<file path="config.mk">
export PLATFORM = sky130hd
export DESIGN_NAME = trie_lookup_ring
export DESIGN_NICKNAME = d
export VERILOG_FILES = /design/src/rtl/tlr_pkg.sv /design/src/rtl/tlr_fifo.sv /design/src/rtl/tlr_ram.sv /design/src/rtl/tlr_arbiter.sv /design/src/rtl/trie_lookup_ring.sv
export SDC_FILE = /design/constraint.sdc
export NUM_CORES = 1
export LEC_CHECK = 0
export CAP_MARGIN = 20
export CORE_MARGIN = 1.5
export CORE_UTILIZATION = 30
export DETAILED_ROUTE_END_ITERATION = 10
export PLACE_DENSITY = 0.58
export SETUP_SLACK_MARGIN = 0.02
export SLEW_MARGIN = 40
export SYNTH_ARGS = -nofsm -noshare
export SYNTH_HDL_FRONTEND = slang
export SYNTH_SLANG_ARGS = --single-unit
</file>
<file path="constraint.sdc">
create_clock -name clk -period 9.6 [get_ports clk]
set_input_delay 1.92 -clock clk [delete_from_list [all_inputs] [get_ports clk]]
set_output_delay 1.92 -clock clk [all_outputs]
set_load 0.05 [all_outputs]
</file>
<file path="src/rtl/tlr_pkg.sv">
// Shared widths and the table content model for the trie lookup engine.
// Assumes a 32-bit address split into two 16-bit halves and 8-bit strides.
package tlr_pkg;
    localparam int unsigned ADDR_W   = 32;
    localparam int unsigned HALF_W   = ADDR_W / 2;
    localparam int unsigned STRIDE_W = HALF_W / 2;
    localparam int unsigned ENTRY_W  = 32;
    localparam int unsigned LEAF_BIT = ENTRY_W - 1;
    localparam int unsigned PAD_W    = ENTRY_W - 1 - HALF_W;

    // Computed table word for one address (three-level trie, always terminates).
    function automatic logic [ENTRY_W-1:0] table_entry(input logic [HALF_W-1:0] a);
        logic [HALF_W-1:0] ptr;
        if (a[HALF_W-1:HALF_W-2] == 2'b11 || a[0]) begin
            return {1'b1, {PAD_W{1'b0}}, a};
        end
        if (a[HALF_W-1:HALF_W-2] == 2'b10) begin
            ptr = {2'b11, a[7:2], {STRIDE_W{1'b0}}};
        end else begin
            ptr = {2'b10, a[13:8], {STRIDE_W{1'b0}}};
        end
        return {1'b0, {PAD_W{1'b0}}, ptr};
    endfunction
endpackage

</file>
<file path="src/rtl/tlr_fifo.sv">
// Circular queue that accepts a push while full provided a pop happens in the
// same cycle. The caller guarantees it never pushes into a full queue without
// popping and never pops an empty queue. The head is read combinationally.
module tlr_fifo #(
    parameter int unsigned W     = 16,
    parameter int unsigned DEPTH = 4
) (
    input  logic                       clk,
    input  logic                       rst_n,
    input  logic                       push,
    input  logic                       pop,
    input  logic [W-1:0]               din,
    output logic [W-1:0]               head,
    output logic [$clog2(DEPTH+1)-1:0] count
);
    localparam int unsigned PTR_W = (DEPTH > 1) ? $clog2(DEPTH) : 1;
    localparam int unsigned CNT_W = $clog2(DEPTH + 1);

    logic [W-1:0]     mem [DEPTH];
    logic [PTR_W-1:0] rd_ptr;
    logic [PTR_W-1:0] wr_ptr;
    logic [CNT_W-1:0] cnt;

    function automatic logic [PTR_W-1:0] step(input logic [PTR_W-1:0] p);
        return (p == PTR_W'(DEPTH - 1)) ? '0 : p + PTR_W'(1);
    endfunction

    // Storage write; when full with pop the slot written is the one leaving.
    always_ff @(posedge clk) begin
        if (push) mem[wr_ptr] <= din;
    end

    // Pointer and occupancy update.
    always_ff @(posedge clk) begin
        if (!rst_n) begin
            rd_ptr <= '0;
            wr_ptr <= '0;
            cnt    <= '0;
        end else begin
            if (push) wr_ptr <= step(wr_ptr);
            if (pop)  rd_ptr <= step(rd_ptr);
            case ({push, pop})
                2'b10:   cnt <= cnt + CNT_W'(1);
                2'b01:   cnt <= cnt - CNT_W'(1);
                default: cnt <= cnt;
            endcase
        end
    end

    assign head  = mem[rd_ptr];
    assign count = cnt;
endmodule

</file>
<file path="src/rtl/tlr_ram.sv">
// Table model: a read issued in one cycle delivers its word in the next.
// Words wait in an in-order response queue until consumed. The queue depth
// matches the number of lookups allowed in flight, so it cannot overflow.
module tlr_ram #(
    parameter int unsigned DEPTH = 4
) (
    input  logic                           clk,
    input  logic                           rst_n,
    input  logic                           req_v,
    input  logic [tlr_pkg::HALF_W-1:0]     req_addr,
    input  logic                           resp_pop,
    output logic                           resp_v,
    output logic [tlr_pkg::ENTRY_W-1:0]    resp_data,
    output logic [$clog2(DEPTH+1)-1:0]     resp_cnt
);
    logic [tlr_pkg::ENTRY_W-1:0] rd_word;

    // Table lookup for the address presented this cycle.
    always_comb rd_word = tlr_pkg::table_entry(req_addr);

    tlr_fifo #(.W(tlr_pkg::ENTRY_W), .DEPTH(DEPTH)) u_resp_q (
        .clk   (clk),
        .rst_n (rst_n),
        .push  (req_v),
        .pop   (resp_pop),
        .din   (rd_word),
        .head  (resp_data),
        .count (resp_cnt)
    );

    assign resp_v = (resp_cnt != '0);
endmodule

</file>
<file path="src/rtl/tlr_arbiter.sv">
// Chooses what the shared table port does this cycle. A pointer response
// recirculates unconditionally. A leaf leaves when the consumer is ready.
// A new address enters only when no recirculation claims the port and the
// in-flight queue has room, counting a slot freed by a leaf leaving now.
module tlr_arbiter (
    input  logic in_valid,
    input  logic out_ready,
    input  logic fifo_full,
    input  logic resp_v,
    input  logic resp_leaf,
    output logic in_ready,
    output logic out_valid,
    output logic enter_fire,
    output logic exit_fire,
    output logic recirc_fire
);
    // Decide the three mutually exclusive-by-port actions.
    always_comb begin
        recirc_fire = resp_v && !resp_leaf;
        out_valid   = resp_v && resp_leaf;
        exit_fire   = out_valid && out_ready;
        in_ready    = !recirc_fire && (!fifo_full || exit_fire);
        enter_fire  = in_valid && in_ready;
    end
endmodule

</file>
<file path="src/rtl/trie_lookup_ring.sv">
// Top level of the recirculating trie lookup engine. Combines the arbiter,
// the in-flight remainder queue and the table model. Results leave in
// completion order. Assumes DEPTH >= 1.
module trie_lookup_ring #(
    parameter int unsigned DEPTH = 4
) (
    input  logic        clk,
    input  logic        rst_n,
    input  logic        in_valid,
    output logic        in_ready,
    input  logic [31:0] in_addr,
    output logic        out_valid,
    input  logic        out_ready,
    output logic [31:0] out_entry
);
    import tlr_pkg::*;

    localparam int unsigned CNT_W = $clog2(DEPTH + 1);

    logic                fifo_push;
    logic                fifo_pop;
    logic [HALF_W-1:0]   fifo_din;
    logic [HALF_W-1:0]   fifo_head;
    logic [CNT_W-1:0]    fifo_cnt;
    logic                fifo_full;
    logic                req_v;
    logic [HALF_W-1:0]   req_addr;
    logic                resp_v;
    logic                resp_leaf;
    logic [ENTRY_W-1:0]  resp_data;
    logic [CNT_W-1:0]    resp_cnt;
    logic                enter_fire;
    logic                exit_fire;
    logic                recirc_fire;

    assign fifo_full = (fifo_cnt == CNT_W'(DEPTH));
    assign resp_leaf = resp_data[LEAF_BIT];

    tlr_arbiter u_arb (
        .in_valid    (in_valid),
        .out_ready   (out_ready),
        .fifo_full   (fifo_full),
        .resp_v      (resp_v),
        .resp_leaf   (resp_leaf),
        .in_ready    (in_ready),
        .out_valid   (out_valid),
        .enter_fire  (enter_fire),
        .exit_fire   (exit_fire),
        .recirc_fire (recirc_fire)
    );

    // Steer the table port and the queue input between entry and recirculation.
    always_comb begin
        fifo_pop  = exit_fire || recirc_fire;
        fifo_push = enter_fire || recirc_fire;
        req_v     = enter_fire || recirc_fire;
        if (recirc_fire) begin
            req_addr = resp_data[HALF_W-1:0]
                     + HALF_W'(fifo_head[HALF_W-1 -: STRIDE_W]);
            fifo_din = {fifo_head[STRIDE_W-1:0], {STRIDE_W{1'b0}}};
        end else begin
            req_addr = in_addr[ADDR_W-1:HALF_W];
            fifo_din = in_addr[HALF_W-1:0];
        end
    end

    tlr_fifo #(.W(HALF_W), .DEPTH(DEPTH)) u_inflight (
        .clk   (clk),
        .rst_n (rst_n),
        .push  (fifo_push),
        .pop   (fifo_pop),
        .din   (fifo_din),
        .head  (fifo_head),
        .count (fifo_cnt)
    );

    tlr_ram #(.DEPTH(DEPTH)) u_table (
        .clk       (clk),
        .rst_n     (rst_n),
        .req_v     (req_v),
        .req_addr  (req_addr),
        .resp_pop  (fifo_pop),
        .resp_v    (resp_v),
        .resp_data (resp_data),
        .resp_cnt  (resp_cnt)
    );

    assign out_entry = resp_data;
endmodule

</file>
==> metrics.cfg, run 1 <==
[cts]
cts-buffers-inserted=17
cts_tree=built
post_cts_buffers=0
clkTransAtPathRegs_ps=60
htree_levels=4
cts.sinks=150
cts_resized=0
hold_buffers=0
clockBufferDepth=2
clk_latency_ps=420
root_buffer=clkbuf_16

[logic_synthesis]
netlist_instances=444
ys_ff_latch=150
synth_area_mm2=0.00680
syn_avg_cell_area_um2=15.3
synth-warning-count=0
synth_area_leader_cell=edfxtp_1
synth_top_cell_area_share=0.583
synthTopCellsByCount=edfxtp_1 (132), nand2_1 (39), mux4_2 (28)
synthArstFlopShare=0
synth_edf_count=132
synthTopCellsByArea=edfxtp_1 (58%), mux4_2 (9.3%), dfxtp_1 (5.3%)
ys_seq_area_frac=0.636
synthDistinctLibCells=47
yosysMostFrequentCell=edfxtp_1
synthFlopType=edfxtp_1

[place]
dpl.hpwl_um=8950
place_area_mm2=0.00758
place_congestion=0.764
port_buffers=54

[global_routing]
grt_util_all_layers=0.118
grt_pass1_wl_um=20600
grt_overflow=0
grt_pass1_vias=3801
antenna_found_initial=0
grt_max_degree=37

[finish]
fin_nets=559
syn_to_final_growth_pct=20.0
drive_gt1_frac=0.156
seq_area_mm2=0.00433
fin_area_mm2=0.00815
multi_input_area_mm2=0.00227
n_fill_cell=2096
diodes=0

[flow_run]
cap_viol_max_count=0

[timing]
setup_violations=0
worstMarginPinSlew_ps=753
fin_worst_skew_ps=8.78
rsz0062_at_grt=no
fin_crit_ps=5410
hold_viol=0
period_share=0.563
maxSlewHeadroom=0.498
clock.fmax_mhz=185
slew_violations=0
setup_tns_ps=0

[floorplanning]
die_h_um=154
initial_core_util=0.309
core_area_mm2=0.0220
die_area_mm2=0.0236
chipWidth_um=154
num_rows=54
ioPinCount=70

[route]
vias=3694
finalWirelength_um=13400
drt-initial-drc-count=216
firstDrtPassIters=4
vias_per_cell=4.65
ant_nets=0
drcViolationCount=0
wire_per_inst_um=16.9

[worst_setup_path]
cp_cell_sequence=clkdlybuf4s50_1 > nand2b_1 > a31oi_1 > clkdlybuf4s50_1
crit_path_frequent_cell=clkdlybuf4s50_1
critPathMaxStageDelay_ps=830
reg2reg_slack_ps=5280
r2r_cells=10
arrival_ps=3490
cp_slowest_cell=clkdlybuf4s50_1
startpoint_type=input pin
crit_path_end_kind=output pin
cp.required_ps=7680
r2r_end=u_table.u_resp_q.mem[1][9]
cp_max_fo=2
crit_start=out_ready
worstSetupPathType=input pin to output pin

[worst_hold_path]
worstHoldPathType=flop to flop
holdPathStages=2
worstHoldStart=u_inflight.wr_ptr[1]
holdPathEnd=u_inflight.wr_ptr[1]

[outcome]
outcome=completed

cell usage in the layout, fill, tap and decap left out, types with 11 or more instances in the layout:
| master | count |
|---|---|
| and2_1 | 14 |
| a21oi_1 | 11 |
| edfxtp_1 | 132 |
| mux4_2 | 28 |
| inv_1 | 19 |
| clkbuf_16 | 17 |
| mux2i_1 | 15 |
| dfxtp_1 | 16 |
| clkdlybuf4s50_1 | 54 |
| nor2_1 | 19 |
| conb_1 | 15 |
| nand2_1 | 39 |
| ha_1 | 19 |
kinds of logic after synthesis:
logic type,Yosys count,synth area share
other,1,0.000552
muxes,50,0.138
AOI/OAI and AO/OA,41,0.0399
and+or+nand+nor,114,0.0830
DFF,150,0.636
buffers and inverters,52,0.0405
xor gates and xnor gates,14,0.0180
adders and majority gates,22,0.0438
routing by layer:
layer,GRT usage,wire (um),vias up
met5,0,0,-
met3,0.0335,665,13
li1,-,-,1743
met2,0.192,6650,99
met1,0.150,5940,1839
met4,0.0421,182,0
per-stage QoR:
step	hold WS, ps	utilization	setup slack (ps)	instances
final	506	0.370	4190	794
after global routing	531	0.370	4140	794
after CTS	510	0.370	4200	794
after detailed placement	500	0.344	4210	762
after global placement	481	0.343	4210	762
after floorplan	464	-	4810	458
critical path, delay by kind of cell:
kind,cells,cell delay (ps)
buffers and inverters,2,1320
AND/OR/NAND/NOR,1,80
AO/OA/AOI/OAI,1,170
sequential cells by signal, indices dropped and copies added (netlist names), named ones only:
| register | cells |
|---|---|
| u_table.u_resp_q.rd_ptr | 2 |
| u_inflight.wr_ptr | 2 |
| u_table.u_resp_q.wr_ptr | 2 |
| u_inflight.rd_ptr | 2 |
| u_table.u_resp_q.count | 3 |
| u_inflight.mem | 64 |
| u_table.u_resp_q.mem | 68 |
| u_inflight.count | 3 |
final cells by class:
| type | instances | share of cell area |
|---|---|---|
| Clock buffer | 17 | 0.0522 |
| Clock inverter | 15 | 0.0178 |
| Inverter | 19 | 0.00875 |
| Multi-Input combinational cell | 256 | 0.279 |
| Tap cell | 280 | 0.0430 |
| Sequential cell | 150 | 0.531 |
| Timing Repair Buffer | 57 | 0.0691 |
worst max-delay path by stage:
stage / end / slack (ps) / depth (start not counted)
after floorplan: in_ready / 4810 / 2
after detailed placement: in_ready / 4210 / 4
after global routing: in_ready / 4140 / 4
after global placement: in_ready / 4210 / 4
final: in_ready / 4190 / 4
after CTS: in_ready / 4200 / 4
Power of run 1 is left out: the tool's default activity adds up to more than one toggle a clock period on the data nets, which glitch-free logic cannot reach.
==> run 2, diff against run 1 <==
- PLACE_DENSITY: 0.58 -> 0.59
- clock period: 9.6 -> 4.4 ns (I/O delays scaled with it)
==> run 2 against run 1 <==
  * First-iteration DRC count down 4.2%
  * Clock skew down 2.7 ps
  * Non-clock buffer count up 13
  * Highest routed layer unchanged
==> metrics.cfg, run 2 (same netlist as run 1, synthesis figures left out) <==
[global_routing]
grt_pass1_vias=3929  ; +3.4%
grt_pass1_wl_um=21400  ; +3.8%
antenna_found_initial=0  ; unchanged
grt_overflow=0  ; unchanged
grt_max_degree=36  ; -2.7%
grt_util_all_layers=0.123  ; +0.00519

[timing]
maxSlewHeadroom=0.506  ; +0.00770
hold_viol=0  ; unchanged
fin_worst_skew_ps=6.05  ; -2.73 ps
period_share=0.910
setup_violations=0  ; unchanged
whs_ps=506  ; +0.844 ps
worstMarginPinSlew_ps=741  ; -12.3 ps
setup_tns_ps=0  ; unchanged
rsz0062_at_grt=no
clock.fmax_mhz=250
fin_crit_ps=4000
slew_violations=0  ; unchanged

[floorplanning]
ioPinCount=70  ; unchanged
initial_core_util=0.309  ; unchanged
num_rows=54  ; unchanged
chipWidth_um=154  ; unchanged
die_h_um=154  ; unchanged
die_area_mm2=0.0236  ; unchanged
core_area_mm2=0.0220  ; unchanged

[cts]
cts-buffers-inserted=17  ; unchanged
cts_tree=built
cts.sinks=150  ; unchanged
htree_levels=4  ; unchanged
root_buffer=clkbuf_16
hold_buffers=0  ; unchanged
clk_latency_ps=420  ; about the same
clockBufferDepth=2  ; unchanged
clkTransAtPathRegs_ps=60  ; about the same

[worst_setup_path]
worstSetupPathType=flop to flop
r2r_end=u_table.u_resp_q.mem[1][9]
cp_max_fo=12  ; +10
r2r_cells=10  ; unchanged
arrival_ps=4170  ; +680 ps
crit_path_end_kind=flop
reg2reg_slack_ps=400  ; -4880 ps
cp.required_ps=4570  ; -3110 ps
startpoint_type=flop

[route]
drcViolationCount=0  ; unchanged
finalWirelength_um=13700  ; +1.5%
vias=3776  ; +2.2%
firstDrtPassIters=4  ; unchanged
vias_per_cell=4.69  ; +0.82%
wire_per_inst_um=17.0  ; +0.12%
drt-initial-drc-count=207  ; -4.2%
ant_nets=0  ; unchanged

[worst_hold_path]
holdPathEnd=u_table.u_resp_q.count[2]
worstHoldStart=u_table.u_resp_q.count[2]
holdPathStages=2  ; unchanged
worstHoldPathType=flop to flop

[finish]
top_regs=u_table.u_resp_q.mem x68, u_inflight.mem x64
seq_area_mm2=0.00433  ; about the same
regMostFlops=u_table.u_resp_q.mem
drive_gt1_frac=0.156  ; +0.000548
largest_reg_flops=68  ; unchanged
diodes=0  ; unchanged
mostFrequentLayoutCells=edfxtp_1 (132), clkdlybuf4s50_1 (53), nand2_1 (39)
layout_commonest_cell=edfxtp_1
fin_nets=572  ; +2.3%
n_fill_cell=2039  ; -2.7%
syn_to_final_growth_pct=20.3
multi_input_area_mm2=0.00226  ; -0.72%

[place]
place_congestion=0.766  ; +0.27%
dpl.hpwl_um=9370  ; +4.6%
port_buffers=54  ; unchanged

[outcome]
outcome=completed

[flow_run]
cap_viol_max_count=0  ; unchanged

==> run 2: cell types whose count changed in the layout (fill, tap and decap cells not counted), moves of 3 or more <==
cell / delta
and2_1: +4
and2_2: -4
buf_4: +14
clkinv_1: +3
clkinv_2: +4
clkinvlp_4: -3
inv_6: -5
==> run 2: worst max path at each step <==
| stage | from | endpoint | cells after the start |
|---|---|---|---|
| after global routing | flop | u_table.u_resp_q.mem[1][9] | 10 |
| after floorplan | flop | u_table.u_resp_q.mem[0][9] | 12 |
| after detailed placement | flop | u_table.u_resp_q.mem[3][9] | 10 |
| final | flop | u_table.u_resp_q.mem[1][9] | 10 |
| after CTS | flop | u_table.u_resp_q.mem[2][9] | 10 |
| after global placement | flop | u_table.u_resp_q.mem[0][9] | 10 |
==> run 2: layout make-up <==
type	count	area share
multi-input combinational	256	0.276
inverter	19	0.00872
sequential	150	0.529
timing repair buffer	70	0.0805
clock inverter	12	0.0110
clock buffer	18	0.0525
tap	280	0.0428
==> run 2: worst max-delay path, stage by stage (launching register included) <==
cell and delay, ps:
dfxtp_1 330, buf_4 260, mux4_2 570, ha_1 380
nand2_1 90, a2111o_1 380, and2_1 220, or4_1 500
a31oi_2 300, a21bo_1 360, mux2_4 360
==> run 2: metrics by stage <==
step	setup slack [ps]	instances	area (um^2)	util
floorplan	218	458	6850	-
global placement	349	775	7650	0.348
detailed placement	197	775	7660	0.348
CTS	166	805	8180	0.371
global route	176	805	8180	0.371
finish	397	805	8180	0.371
==> run 2: layer usage <==
metal / wire length (um) / global-route usage / vias to the layer above
met2: 6800 / 0.207 / 92
met3: 653 / 0.0383 / 17
met4: 214 / 0.0509 / 0
met5: 0 / 0 / -
li1: - / - / 1763
met1: 5980 / 0.145 / 1904
==> run 2: repair_timing <==
action,4_1_cts,5_1_grt
endpoints found under the setup margin,0,12
resized for setup,0,1
buffers inserted,0,0
Power of run 2 is left out for the same reason.
